$ cat src/rtl/rxll_pkg.sv
package rxll_pkg;

    typedef enum logic [1:0] {
        ST_IDLE = 2'd0,
        ST_DATA = 2'd1,
        ST_CRC  = 2'd2
    } rxll_state_e;

    typedef struct packed {
        logic ovr;
        logic len_err;
        logic crc_err;
        logic eof;
    } rx_tag_t;

endpackage

$ cat src/rtl/rxll_len_ctr.sv
module rxll_len_ctr #(
    parameter int LEN_W = 13
) (
    input  logic             clk,
    input  logic             rst_n,
    input  logic             clr,
    input  logic             inc,
    input  logic [LEN_W-1:0] limit,
    output logic             at_limit
);
    localparam logic [LEN_W-1:0] CNT_MAX = '1;

    logic [LEN_W-1:0] cnt_q;
    logic [LEN_W-1:0] cnt_eff;

    // A start strobe makes this cycle's byte the first of the frame.
    assign cnt_eff  = clr ? '0 : cnt_q;
    assign at_limit = (limit != '0) && (cnt_eff >= limit);

    always_ff @(posedge clk or negedge rst_n) begin
        if (!rst_n) begin
            cnt_q <= '0;
        end else if (clr || inc) begin
            if (inc && cnt_eff != CNT_MAX) begin
                cnt_q <= cnt_eff + LEN_W'(1);
            end else begin
                cnt_q <= cnt_eff;
            end
        end
    end
endmodule

$ cat src/rtl/rxll_crc_sel.sv
module rxll_crc_sel #(
    parameter int CRC_BYTES = 4,
    parameter int IDX_W     = 2
) (
    input  logic [CRC_BYTES*8-1:0] crc_val,
    input  logic [IDX_W-1:0]       idx,
    output logic [7:0]             crc_byte
);
    logic [7:0] lane [CRC_BYTES];

    for (genvar gi = 0; gi < CRC_BYTES; gi++) begin : g_lane
        assign lane[gi] = crc_val[gi*8 +: 8];
    end

    always_comb begin
        crc_byte = lane[0];
        for (int i = 0; i < CRC_BYTES; i++) begin
            if (idx == IDX_W'(i)) begin
                crc_byte = lane[i];
            end
        end
    end
endmodule

$ cat src/rtl/rxll_lsr.sv
module rxll_lsr
    import rxll_pkg::*;
(
    input  logic    clk,
    input  logic    rst_n,
    input  logic    pop,
    input  rx_tag_t tag,
    output logic [2:0] status
);
    always_ff @(posedge clk or negedge rst_n) begin
        if (!rst_n) begin
            status <= '0;
        end else if (pop && tag.eof) begin
            status <= {tag.ovr, tag.len_err, tag.crc_err};
        end
    end
endmodule

$ cat src/rtl/rx_len_limiter.sv
module rx_len_limiter
    import rxll_pkg::*;
#(
    parameter int LEN_W     = 13,
    parameter int CRC_BYTES = 4,
    parameter int CRC_SHORT = 2
) (
    input  logic                   clk,
    input  logic                   rst_n,
    input  logic [LEN_W-1:0]       max_len,
    input  logic                   crc_wide,
    input  logic                   rx_sof,
    input  logic                   rx_byte_vld,
    input  logic [7:0]             rx_byte,
    input  logic                   rx_eof,
    input  logic                   crc_err,
    input  logic [CRC_BYTES*8-1:0] crc_value,
    input  logic                   fifo_full,
    output logic                   fifo_wr,
    output logic [7:0]             fifo_wdata,
    output logic [3:0]             fifo_wtag,
    output logic                   drain_busy,
    input  logic                   head_pop,
    input  logic [3:0]             head_tag,
    output logic [2:0]             lsr_status
);
    localparam int IDX_W = (CRC_BYTES > 1) ? $clog2(CRC_BYTES) : 1;
    localparam logic [IDX_W-1:0] LAST_LONG  = IDX_W'(CRC_BYTES - 1);
    localparam logic [IDX_W-1:0] LAST_SHORT = IDX_W'(CRC_SHORT - 1);

    rxll_state_e state_q, state_d;

    logic                   crc_err_q, len_err_q, ovr_q, crc_wide_q;
    logic [CRC_BYTES*8-1:0] crc_val_q;
    logic [IDX_W-1:0]       crc_idx_q;

    logic    sof_ok, in_frame, end_now, at_limit, take, crc_last;
    logic [7:0] crc_byte;
    rx_tag_t last_tag;

    // Start strobes are honoured everywhere except during the CRC drain.
    assign sof_ok   = rx_sof && (state_q != ST_CRC);
    assign in_frame = (state_q == ST_DATA) || sof_ok;
    assign end_now  = in_frame && rx_eof;
    assign take     = in_frame && rx_byte_vld && !at_limit;
    assign crc_last = crc_idx_q == (crc_wide_q ? LAST_LONG : LAST_SHORT);

    assign last_tag = '{ovr: ovr_q, len_err: len_err_q, crc_err: crc_err_q, eof: 1'b1};

    rxll_len_ctr #(.LEN_W(LEN_W)) u_len_ctr (
        .clk      (clk),
        .rst_n    (rst_n),
        .clr      (sof_ok),
        .inc      (in_frame && rx_byte_vld),
        .limit    (max_len),
        .at_limit (at_limit)
    );

    rxll_crc_sel #(.CRC_BYTES(CRC_BYTES), .IDX_W(IDX_W)) u_crc_sel (
        .crc_val  (crc_val_q),
        .idx      (crc_idx_q),
        .crc_byte (crc_byte)
    );

    rxll_lsr u_lsr (
        .clk    (clk),
        .rst_n  (rst_n),
        .pop    (head_pop),
        .tag    (rx_tag_t'(head_tag)),
        .status (lsr_status)
    );

    // Next state: T_START, T_RESTART, T_END, T_DONE.
    always_comb begin
        state_d = state_q;
        unique case (state_q)
            ST_IDLE: begin
                if (end_now)     state_d = ST_CRC;   // T_END (empty frame)
                else if (sof_ok) state_d = ST_DATA;  // T_START
            end
            ST_DATA: begin
                if (end_now)     state_d = ST_CRC;   // T_END
                else             state_d = ST_DATA;  // T_RESTART on sof
            end
            ST_CRC: begin
                if (!fifo_full && crc_last) state_d = ST_IDLE; // T_DONE
            end
            default: state_d = ST_IDLE;
        endcase
    end

    // State register.
    always_ff @(posedge clk or negedge rst_n) begin
        if (!rst_n) state_q <= ST_IDLE;
        else        state_q <= state_d;
    end

    // Frame status and CRC capture.
    always_ff @(posedge clk or negedge rst_n) begin
        if (!rst_n) begin
            crc_err_q  <= 1'b0;
            len_err_q  <= 1'b0;
            ovr_q      <= 1'b0;
            crc_wide_q <= 1'b0;
            crc_val_q  <= '0;
            crc_idx_q  <= '0;
        end else begin
            if (sof_ok) begin
                len_err_q <= rx_byte_vld && at_limit;
                ovr_q     <= take && fifo_full;
            end else if (state_q == ST_DATA) begin
                len_err_q <= len_err_q | (rx_byte_vld && at_limit);
                ovr_q     <= ovr_q | (take && fifo_full);
            end
            if (end_now) begin
                crc_err_q  <= crc_err;
                crc_wide_q <= crc_wide;
                crc_val_q  <= crc_value;
                crc_idx_q  <= '0;
            end else if (state_q == ST_CRC && !fifo_full) begin
                crc_idx_q <= crc_idx_q + IDX_W'(1);
            end
        end
    end

    // Outputs.
    always_comb begin
        fifo_wr    = 1'b0;
        fifo_wdata = rx_byte;
        fifo_wtag  = '0;
        drain_busy = 1'b0;
        unique case (state_q)
            ST_IDLE, ST_DATA: begin
                fifo_wr = take && !fifo_full;
            end
            ST_CRC: begin
                drain_busy = 1'b1;
                fifo_wr    = !fifo_full;
                fifo_wdata = crc_byte;
                fifo_wtag  = crc_last ? last_tag : '0;
            end
            default: ;
        endcase
    end
endmodule

$ cat config.mk
export PLATFORM = sky130hd
export DESIGN_NAME = rx_len_limiter
export DESIGN_NICKNAME = d
export VERILOG_FILES = /design/src/rtl/rxll_pkg.sv /design/src/rtl/rxll_len_ctr.sv /design/src/rtl/rxll_crc_sel.sv /design/src/rtl/rxll_lsr.sv /design/src/rtl/rx_len_limiter.sv
export SDC_FILE = /design/constraint.sdc
export NUM_CORES = 1
export LEC_CHECK = 0
export ABC_AREA = 1
export BUFFER_PORTS_ARGS = -buffer_cell sky130_fd_sc_hd__buf_2
export CAP_MARGIN = 20
export CORE_UTILIZATION = 54
export CTS_CLUSTER_DIAMETER = 200
export CTS_CLUSTER_SIZE = 30
export DETAILED_ROUTE_END_ITERATION = 10
export PLACE_DENSITY = 0.81
export REMOVE_ABC_BUFFERS = 1
export SLEW_MARGIN = 10
export SYNTH_ARGS = -nofsm -noshare
export SYNTH_HDL_FRONTEND = slang
export SYNTH_SLANG_ARGS = --single-unit
$ cat constraint.sdc
create_clock -name clk -period 2.4 [get_ports clk]
set_input_delay 0.24 -clock clk [delete_from_list [all_inputs] [get_ports clk]]
set_output_delay 0.24 -clock clk [all_outputs]
set_load 0.05 [all_outputs]
# Word-level counts from Yosys, hierarchy flattened
# Cells that the tools add are included.
[word_totals]
wordCells = 68
out_inout_bits = 17
ff_bits = 56
in_bits = 66
[op_classes]
n_reduce_logical = 22
order_cmp = 1
mux = 22
n_eq_ne = 10
n_bitwise = 2
n_addsub = 2
[op_table]
columns = ["op", "n"]
rows = [
  ["two-way mux 8 bit", 4],
  ["two-way mux 13 bit", 2],
  ["two-way mux 2 bit", 7],
  ["adder 13 x 1 -> 13 bit, second input constant", 1],
  [">= comparator 13 bit", 1],
  ["inequality test 13 bit, second input constant", 1],
  ["nonzero test 13 bit", 1],
  ["logical AND 1 bit", 12],
  ["two-way mux 4 bit", 2],
  ["equality test 2 bit, second input constant", 3],
  ["case mux 2 bit (3 select lines)", 1],
  ["two-way mux 1 bit", 5],
  ["equality test 2 x 1 -> 1 bit, second input constant", 2],
  ["inequality test 2 bit, second input constant", 2],
  ["nonzero test 2 bit", 2],
  ["inequality test 3 bit, second input constant", 1],
  ["adder 2 x 1 -> 2 bit, second input constant", 1],
  ["equality test 2 bit", 1],
  ["zero test 1 bit", 2],
  ["zero test 2 bit", 1],
  ["logical OR 1 bit", 2],
  ["bitwise OR 1 bit", 2],
  ["case mux 1 bit (2 select lines)", 1],
  ["AND reduction 2 bit", 1],
  ["OR reduction 2 bit", 1],
]

# Logic depth before layout (Yosys ltp)
# Gate-level depths: netlist of run 1.
[logic_depth]
ltp_word = 11
depth_mapped = 18
mapped_depth_nobuf = 17

# By module
# From an unflattened synthesis of run 1, not the netlist that was laid out.
[unflattened]
cells_unflattened = 506
hier_area_um2 = 3553.4
[modules_own_cells]
columns = ["mod", "seq_area_each_um2", "instances", "area_per_inst_um2", "cells_each"]
rows = [
  ["rx_len_limiter", 1001.0, 1, 1870.5, 223],
  ["rxll_len_ctr", 325.3, 1, 1231.2, 192],
  ["rxll_crc_sel", 0.0, 1, 332.8, 78],
  ["rxll_lsr", 75.1, 1, 118.9, 13],
]

# Least setup slack after synthesis of run 1
# No wires, ideal clock.
[synth_path]
path_kind = "reg2out"
startpoint = "register state_q[1]"
endpoint = "output fifo_wdata[0]"
required_time_ns = 2.160
stages_incl_launch_ff = 5
path_buffers = 0
path_slack_ns = -0.101
t_arrival_ns = 2.261
cell_sequence = "dfrtp_1 > inv_1 > nor2_1 > nor2_1 > a21oi_1"
[synth_between]
elab_chain_len = 2
[synth_lines]
columns = ["item", "line", "source"]
rows = [
  ["from (decl)", "rx_len_limiter.sv:31", "rxll_state_e state_q, state_d;"],
  ["from (signal assigned)", "rx_len_limiter.sv:95", "else state_q <= state_d;"],
  ["equality test 2 bit", "rx_len_limiter.sv:132", "unique case (state_q)"],
  ["two-way mux 8 bit", "rx_len_limiter.sv:132", ""],
  ["to (decl)", "rx_len_limiter.sv:20", "output logic [7:0] fifo_wdata,"],
]
# Every way passes these cells.

# Final worst setup path of run 1
[layout_path]
startpoint = "register state_q[0]"
endpoint = "output fifo_wr"
[layout_between]
elab_chain_len = 9
word_cells_on_any_way = 15
cone_classes = "1 x order compare; 3 x eq/ne; 2 x mux; 9 x reduce/logical"
[layout_lines]
columns = ["item", "line", "source"]
rows = [
  ["inequality test 2 bit", "rx_len_limiter.sv:42", "assign sof_ok = rx_sof && (state_q != ST_CRC);"],
  ["logical AND 1 bit", "rx_len_limiter.sv:42", ""],
  ["two-way mux 13 bit", "rxll_len_ctr.sv:17", "assign cnt_eff = clr ? '0 : cnt_q;"],
  [">= comparator 13 bit", "rxll_len_ctr.sv:18", "assign at_limit = (limit != '0) && (cnt_eff >= limit);"],
  ["logical AND 1 bit", "rxll_len_ctr.sv:18", ""],
  ["zero test 1 bit", "rx_len_limiter.sv:45", "assign take = in_frame && rx_byte_vld && !at_limit;"],
  ["logical AND 1 bit", "rx_len_limiter.sv:45", ""],
  ["logical AND 1 bit", "rx_len_limiter.sv:134", "fifo_wr = take && !fifo_full;"],
  ["case mux 1 bit (2 select lines) *", "rx_len_limiter.sv:132", ""],
  ["to (decl)", "rx_len_limiter.sv:19", "output logic fifo_wr,"],
]
# Mark *: on every way between the ends. The rest lies on a longest branch, timed or not.

==> impl_metrics.tcl, run 1 <==
set metrics [dict create \
    outcome "complete, but fails checks" \
    violations "setup timing" \
    finalMaxSlewViolations 0 \
    n_antenna_cell 0 \
    fin_util_pct 70.1 \
    cap_violations 0 \
    synth-seq-cells 56 \
    reg2reg_to "ovr_q" \
    vias 3276 \
    setup_viol 1 \
    ir_drop_uv 745 \
    ys_seq_area_share_pct 41.8 \
    post-route-min-period_ns 2.72 \
    die_h_um 80.8 \
    rrSetupSlack_ns 0.32 \
    grt_usage_pct 27.0 \
    drt-pass1-iter-count 5 \
    worst-r2r-cell-count 16 \
    rsz0062_at_grt "true" \
    totalPowerFinal_w 0.00401 \
    startpoint_type "flip-flop" \
    leakagePower_nw 2.30 \
    cts_buffers 5 \
    cts.root.buffer_cell "clkbuf_8" \
    io_buffers 82 \
    rows 28 \
    crit_start "state_q[0]" \
    htree_levels 2 \
    min_path_type "input pin to flip-flop" \
    final_layout_size_suffix_gt1_share_pct 28.6 \
    core_area_mm2 0.00596 \
    area_growth_pct 24.6 \
    worst_pin_slew_ns 0.577 \
    dp_hpwl_um 6280 \
    synthesis.area_mm2 0.00335 \
    initialDrtViolationCount 280 \
    fp.dieW_um 80.8 \
    route.detailed.drc 0 \
    cp_max_fo 8 \
    hold_start "crc_value[17]" \
    cts.sinks 56 \
    fin_ws_ns -0.319 \
    postSynthCellCount 463 \
    required_ns 2.16 \
    ys_types 32 \
    worstPathArrival_ns 2.48 \
    num_io_pins 83 \
    worstSetupEndpoint "fifo_wr" \
    drt_wl_total_um 8690 \
    dieArea_mm2 0.00652 \
    grt_pass1_wl_um 13500 \
    clkTransAtPathRegs_ns 0.11 \
    grt_pass1_vias 3013 \
    r2r_start "state_q[0]" \
    crit_type "flip-flop to output port" \
    routedWlPerCell_um 13.8 \
    cts_max_path_buffers 2 \
    avgSynthCellArea_um2 7.24 \
    antenna_left 0 \
    antenna_found_initial 0 \
    cts_tree "built" \
    clock.fmax_ghz 0.368 \
    period_share_pct 113 \
    clk-insertion-delay-late_ns 0.31 \
    yosys_warnings 0 \
    cp-end-kind "output port" \
    slew_headroom_pct 61.5 \
    gp_congestion 0.969 \
    grt_max_degree 37 \
    viasPerCell 5.19 \
    initial_utilization_pct 56.3 \
    grt-ovfl-total 0 \
    clock_skew_ns 0.0120 \
    pwr_density_cell_mw_per_mm2 959 \
    hold_viol_final 0 \
    final_net_count 635 \
    whs_ns 0.107 \
]
-- worst min-delay path by stage --
stage	endpoint	slack (ns)	cells past startpoint
6_report	crc_val_q[17]	0.11	3
5_1_grt	crc_val_q[29]	0.1	3
2_1_floorplan	crc_err_q	-0.06	0
3_5_place_dp	u_len_ctr.cnt_q[1]	0.23	1
4_1_cts	crc_val_q[9]	0.10	3
3_3_place_gp	u_len_ctr.cnt_q[1]	0.23	1
-- cells by family (layout without fill, tap and decap cells) --
group / count (synthesis) / in the layout / synth area share [%]
AO/OA/AOI/OAI: 42 / 42 / 6.95
flip-flops: 56 / 56 / 41.8
adder cells (fa/ha/maj): 14 / 14 / 5.23
buffers and inverters: 60 / 153 / 7.43
XOR/XNOR: 10 / 10 / 2.61
multiplexers: 3 / 3 / 1.01
AND/OR/NAND/NOR: 278 / 278 / 35.0
-- cell type report --
| class | count | area (um2) |
|---|---|---|
| clock buffers | 5 | 68.8 |
| fillers | 475 | 1780 |
| repair buffers | 98 | 556 |
| well taps | 75 | 93.8 |
| inverters | 47 | 184 |
| multi-input cells | 347 | 1850 |
| flip-flops and latches | 56 | 1400 |
| clock inverters | 3 | 21.3 |
-- layout by cell type (no fill, tap or decap), drive strengths merged --
cell           n
xnor2          3
a21oi         24
nor4           3
xor2           7
o21a           1
nand4          5
o31ai          8
dfrtp         56
nor2          54
mux2           3
clkinvlp       1
nor3           4
clkbuf         5
nand3          9
dlygate4sd3    1
buf           97
o21ai          9
nand3b         1
inv           48
nand2        202
ha            14
clkinv         1
-- metrics by stage --
stage	setup WS, ns	cells	area (um2)	setup TNS [ns]
after detailed placement	-0.0509	618	3860	-0.0509
after CTS	-0.247	629	4030	-0.247
final	-0.319	631	4180	-0.319
after global routing	-0.428	631	4180	-0.428
after floorplan	-0.101	450	3280	-0.810
after global placement	0.0935	618	3860	0
-- what timing repair did --
action | 4_1_cts | 5_1_grt
pin swaps | 2 | 4
hold endpoints to repair | 20 | 0
hold buffers | 1 | 0
endpoints found under the setup margin | 9 | 9
buffers inserted | 2 | 2
gates resized for setup | 16 | 32
-- metal layers --
| metal | vias up | part of all wire, % | global-route usage [%] |
|---|---|---|---|
| met2 | 123 | 49 | 44.7 |
| met5 | - | 0 | 0 |
| li1 | 1621 | - | - |
| met1 | 1511 | 42 | 36.9 |
| met4 | 0 | 2.4 | 7.32 |
| met3 | 21 | 7.1 | 4.27 |
-- Yosys cell counts (all sizes together) --
library cell | instances | area share, %
nand2 | 202 | 24
xnor2 | 3 | 0.78
buf | 8 | 1.6
nor2 | 54 | 6.6
ha | 14 | 5.2
clkbuf | 5 | 0.56
dfrtp | 56 | 42
nand3b | 1 | 0.22
nor3 | 4 | 0.75
o31ai | 8 | 1.8
a21oi | 24 | 3.6
nor4 | 3 | 0.56
o21a | 1 | 0.22
nand3 | 9 | 1.5
xor2 | 7 | 1.8
mux2 | 3 | 1.0
o21ai | 9 | 1.3
inv | 47 | 5.3
nand4 | 5 | 1.1
-- critical path, stage by stage (launching register included) --
cell and delay [ns]:
dfrtp_1 0.40, inv_2 0.07, nand2_4 0.06, nand2_8 0.15, inv_8 0.05, nor2_2 0.16, ha_1 0.27, nand2_2 0.08
nor2_4 0.04, buf_4 0.13, nand2_1 0.08, nand2_1 0.09, a21oi_2 0.14, nand2_1 0.08, nand2_2 0.08, nand3_2 0.07
nand2_2 0.07, buf_6 0.15
-- report_power, final --
part,internal [W],total [W],switching [W]
clock network,0.000208,0.000530,0.000322
registers,0.00128,0.00148,0.000203
logic,0.000654,0.00200,0.00134
-- state kept, by name, indices dropped and copies added (netlist names) --
register and cells:
crc_idx_q 2, state_q 2, ovr_q 1, len_err_q 1
u_lsr.status 3, crc_err_q 1, u_len_ctr.cnt_q 13, crc_wide_q 1
crc_val_q 32
No activity file was read; power rests on OpenSTA's default activity.
==> inputs of run 2 (changes only) <==
Settings changed: CORE_UTILIZATION 54 to 35, PLACE_DENSITY 0.81 to unset, PLACE_DENSITY_LB_ADDON set to 0.3, RECOVER_POWER set to 25.
==> run 2 against run 1 <==
The flow still finishes with violations (setup timing). Die area is 53% higher. Total power up 1.4%. Via count fell by 2.3%. Worst hold slack improved by 0.0029 ns. Core utilization down 24 points. Global-route usage decreased by 8.9 points. Sequential power is essentially flat. Combinational power increased by 3%. Design area increased by 3.0%.
==> impl_metrics.tcl, run 2 (same netlist as run 1, synthesis figures left out) <==
set metrics [dict create \
    outcome "complete, but fails checks" \
    violations "setup timing" \
    htree_levels 2 \
    rows 35 \
    drt_wl_total_um 8680 \
    cts_buffers 5 \
    fp.dieW_um 99.8 \
    largest_register_ffs 32 \
    rsz0062_at_grt "true" \
    post-route-min-period_ns 2.70 \
    crit_type "flip-flop to output port" \
    fin_ws_ns -0.298 \
    viasPerCell 4.63 \
    core_area_mm2 0.00924 \
    dp_hpwl_um 6430 \
    clkTransAtPathRegs_ns 0.11 \
    finalNonFillerCells 692 \
    gp_congestion 0.902 \
    cap_violations 0 \
    final_net_count 642 \
    leakagePower_nw 2.32 \
    dp_cells 678 \
    ir_drop_uv 340 \
    worst_pin_slew_ns 1.24 \
    required_ns 2.16 \
    totalPowerFinal_w 0.00406 \
    routedWlPerCell_um 12.5 \
    hold_viol_final 0 \
    initial_utilization_pct 36.3 \
    initialDrtViolationCount 139 \
    clock_skew_ns 0.0142 \
    grt-ovfl-total 0 \
    die_h_um 99.8 \
    cts.root.buffer_cell "clkbuf_8" \
    num_io_pins 83 \
    worstPathArrival_ns 2.46 \
    vias 3201 \
    final_common_cell "nand2_1" \
    final_layout_size_suffix_gt1_share_pct 28.1 \
    whs_ns 0.110 \
    startpoint_type "flip-flop" \
    grt_pass1_vias 3078 \
    finalMaxSlewViolations 0 \
    cp-end-kind "output port" \
    pwr_density_cell_mw_per_mm2 944 \
    n_antenna_cell 0 \
    io_buffers 82 \
    final_cell_mix "nand2_1 (185), buf_2 (77), dfrtp_1 (56)" \
    cts.sinks 56 \
    setup_viol 1 \
    area_growth_pct 28.3 \
    cts_tree "built" \
    reg.largest.list "crc_val_q: 32 flops, u_len_ctr.cnt_q: 13 flops, u_lsr.status: 3 flops" \
    drt-pass1-iter-count 4 \
    clock.fmax_ghz 0.371 \
    slew_headroom_pct 17.3 \
    cts_max_path_buffers 2 \
    clk-insertion-delay-late_ns 0.31 \
    antenna_found_initial 0 \
    dieArea_mm2 0.00997 \
    period_share_pct 112 \
    grt_usage_pct 18.1 \
    grt_max_degree 37 \
    largest_register "crc_val_q" \
    grt_pass1_wl_um 14500 \
    min_path_type "input pin to flip-flop" \
    cp_max_fo 6 \
    antenna_left 0 \
    route.detailed.drc 0 \
]
-- run 2: cell types whose count changed in the layout (fill, tap and decap cells not counted), sizes merged --
cell / before / now
buf: 97 / 101
clkbuf: 5 / 9
inv: 48 / 47
-- run 2: power breakdown --
part / internal (W) / switching, W / total, W
clock network: 0.000209 / 0.000328 / 0.000537
registers: 0.00128 / 0.000200 / 0.00148
logic: 0.000696 / 0.00135 / 0.00205
-- run 2: path summary, 6_finish.rpt --
check	startpoint	depth (start not counted)	to	slack, ns
worst min-delay path	crc_value[7]	3	crc_val_q[7]	0.11
max in group asynchronous	rst_n	3	state_q[1]	0.54
min in group asynchronous	rst_n	2	crc_val_q[18]	0.70
worst max register to register	state_q[0]	15	u_len_ctr.cnt_q[10]	0.23
worst max-delay path	state_q[1]	17	fifo_wr	-0.30
worst min register to register	crc_val_q[4]	2	crc_val_q[4]	0.49
-- run 2: per-stage QoR --
| stage | cell area (um2) | util [%] | setup WS [ns] | TNS (ns) |
|---|---|---|---|---|
| 5_1_grt | 4300 | 46.5 | -0.471 | -0.485 |
| 6_report | 4300 | 46.5 | -0.298 | -0.298 |
| 4_1_cts | 4140 | 44.8 | -0.222 | -0.222 |
| 3_3_place_gp | 3980 | 43.0 | 0.00875 | 0 |
| 3_5_place_dp | 3980 | 43.0 | -0.0459 | -0.0459 |
| 2_1_floorplan | 3280 | - | -0.101 | -0.810 |
-- run 2: metal layers --
metal / global-route usage [%] / routed length, um / vias up
met3: 1.95 / 289 / 4
met4: 4.07 / 68 / 0
met1: 25.2 / 4140 / 1497
met2: 30.2 / 4180 / 66
li1: - / - / 1634
met5: 0 / 0 / -
-- run 2: area by class of cell --
| cell class | count | area, um2 |
|---|---|---|
| fill | 982 | 4940 |
| multi-input combinational | 347 | 1860 |
| sequential | 56 | 1400 |
| timing repair buffer | 105 | 602 |
| inverter | 47 | 189 |
| tap | 129 | 161 |
| clock buffer | 6 | 72.6 |
| clock inverter | 2 | 16.3 |
-- run 2: critical path, cell delays in order (launching register included) --
cell and delay, ns:
dfrtp_1 0.43, nand2_4 0.11, nand2_8 0.09, buf_6 0.15, buf_4 0.14, nand2_2 0.09
inv_1 0.11, ha_4 0.28, inv_1 0.03, o21ai_1 0.11, inv_1 0.05, nand2_1 0.06
nand2_1 0.05, nand2_1 0.07, nand2_2 0.09, nand3_2 0.08, nand2_2 0.06, buf_8 0.15
-- run 2: what timing repair did --
action	4_1_cts	5_1_grt
hold endpoints to repair	20	0
setup endpoints to repair	9	7
resized for setup	18	30
setup buffers	0	5
hold buffers	1	0
pin swaps	2	14
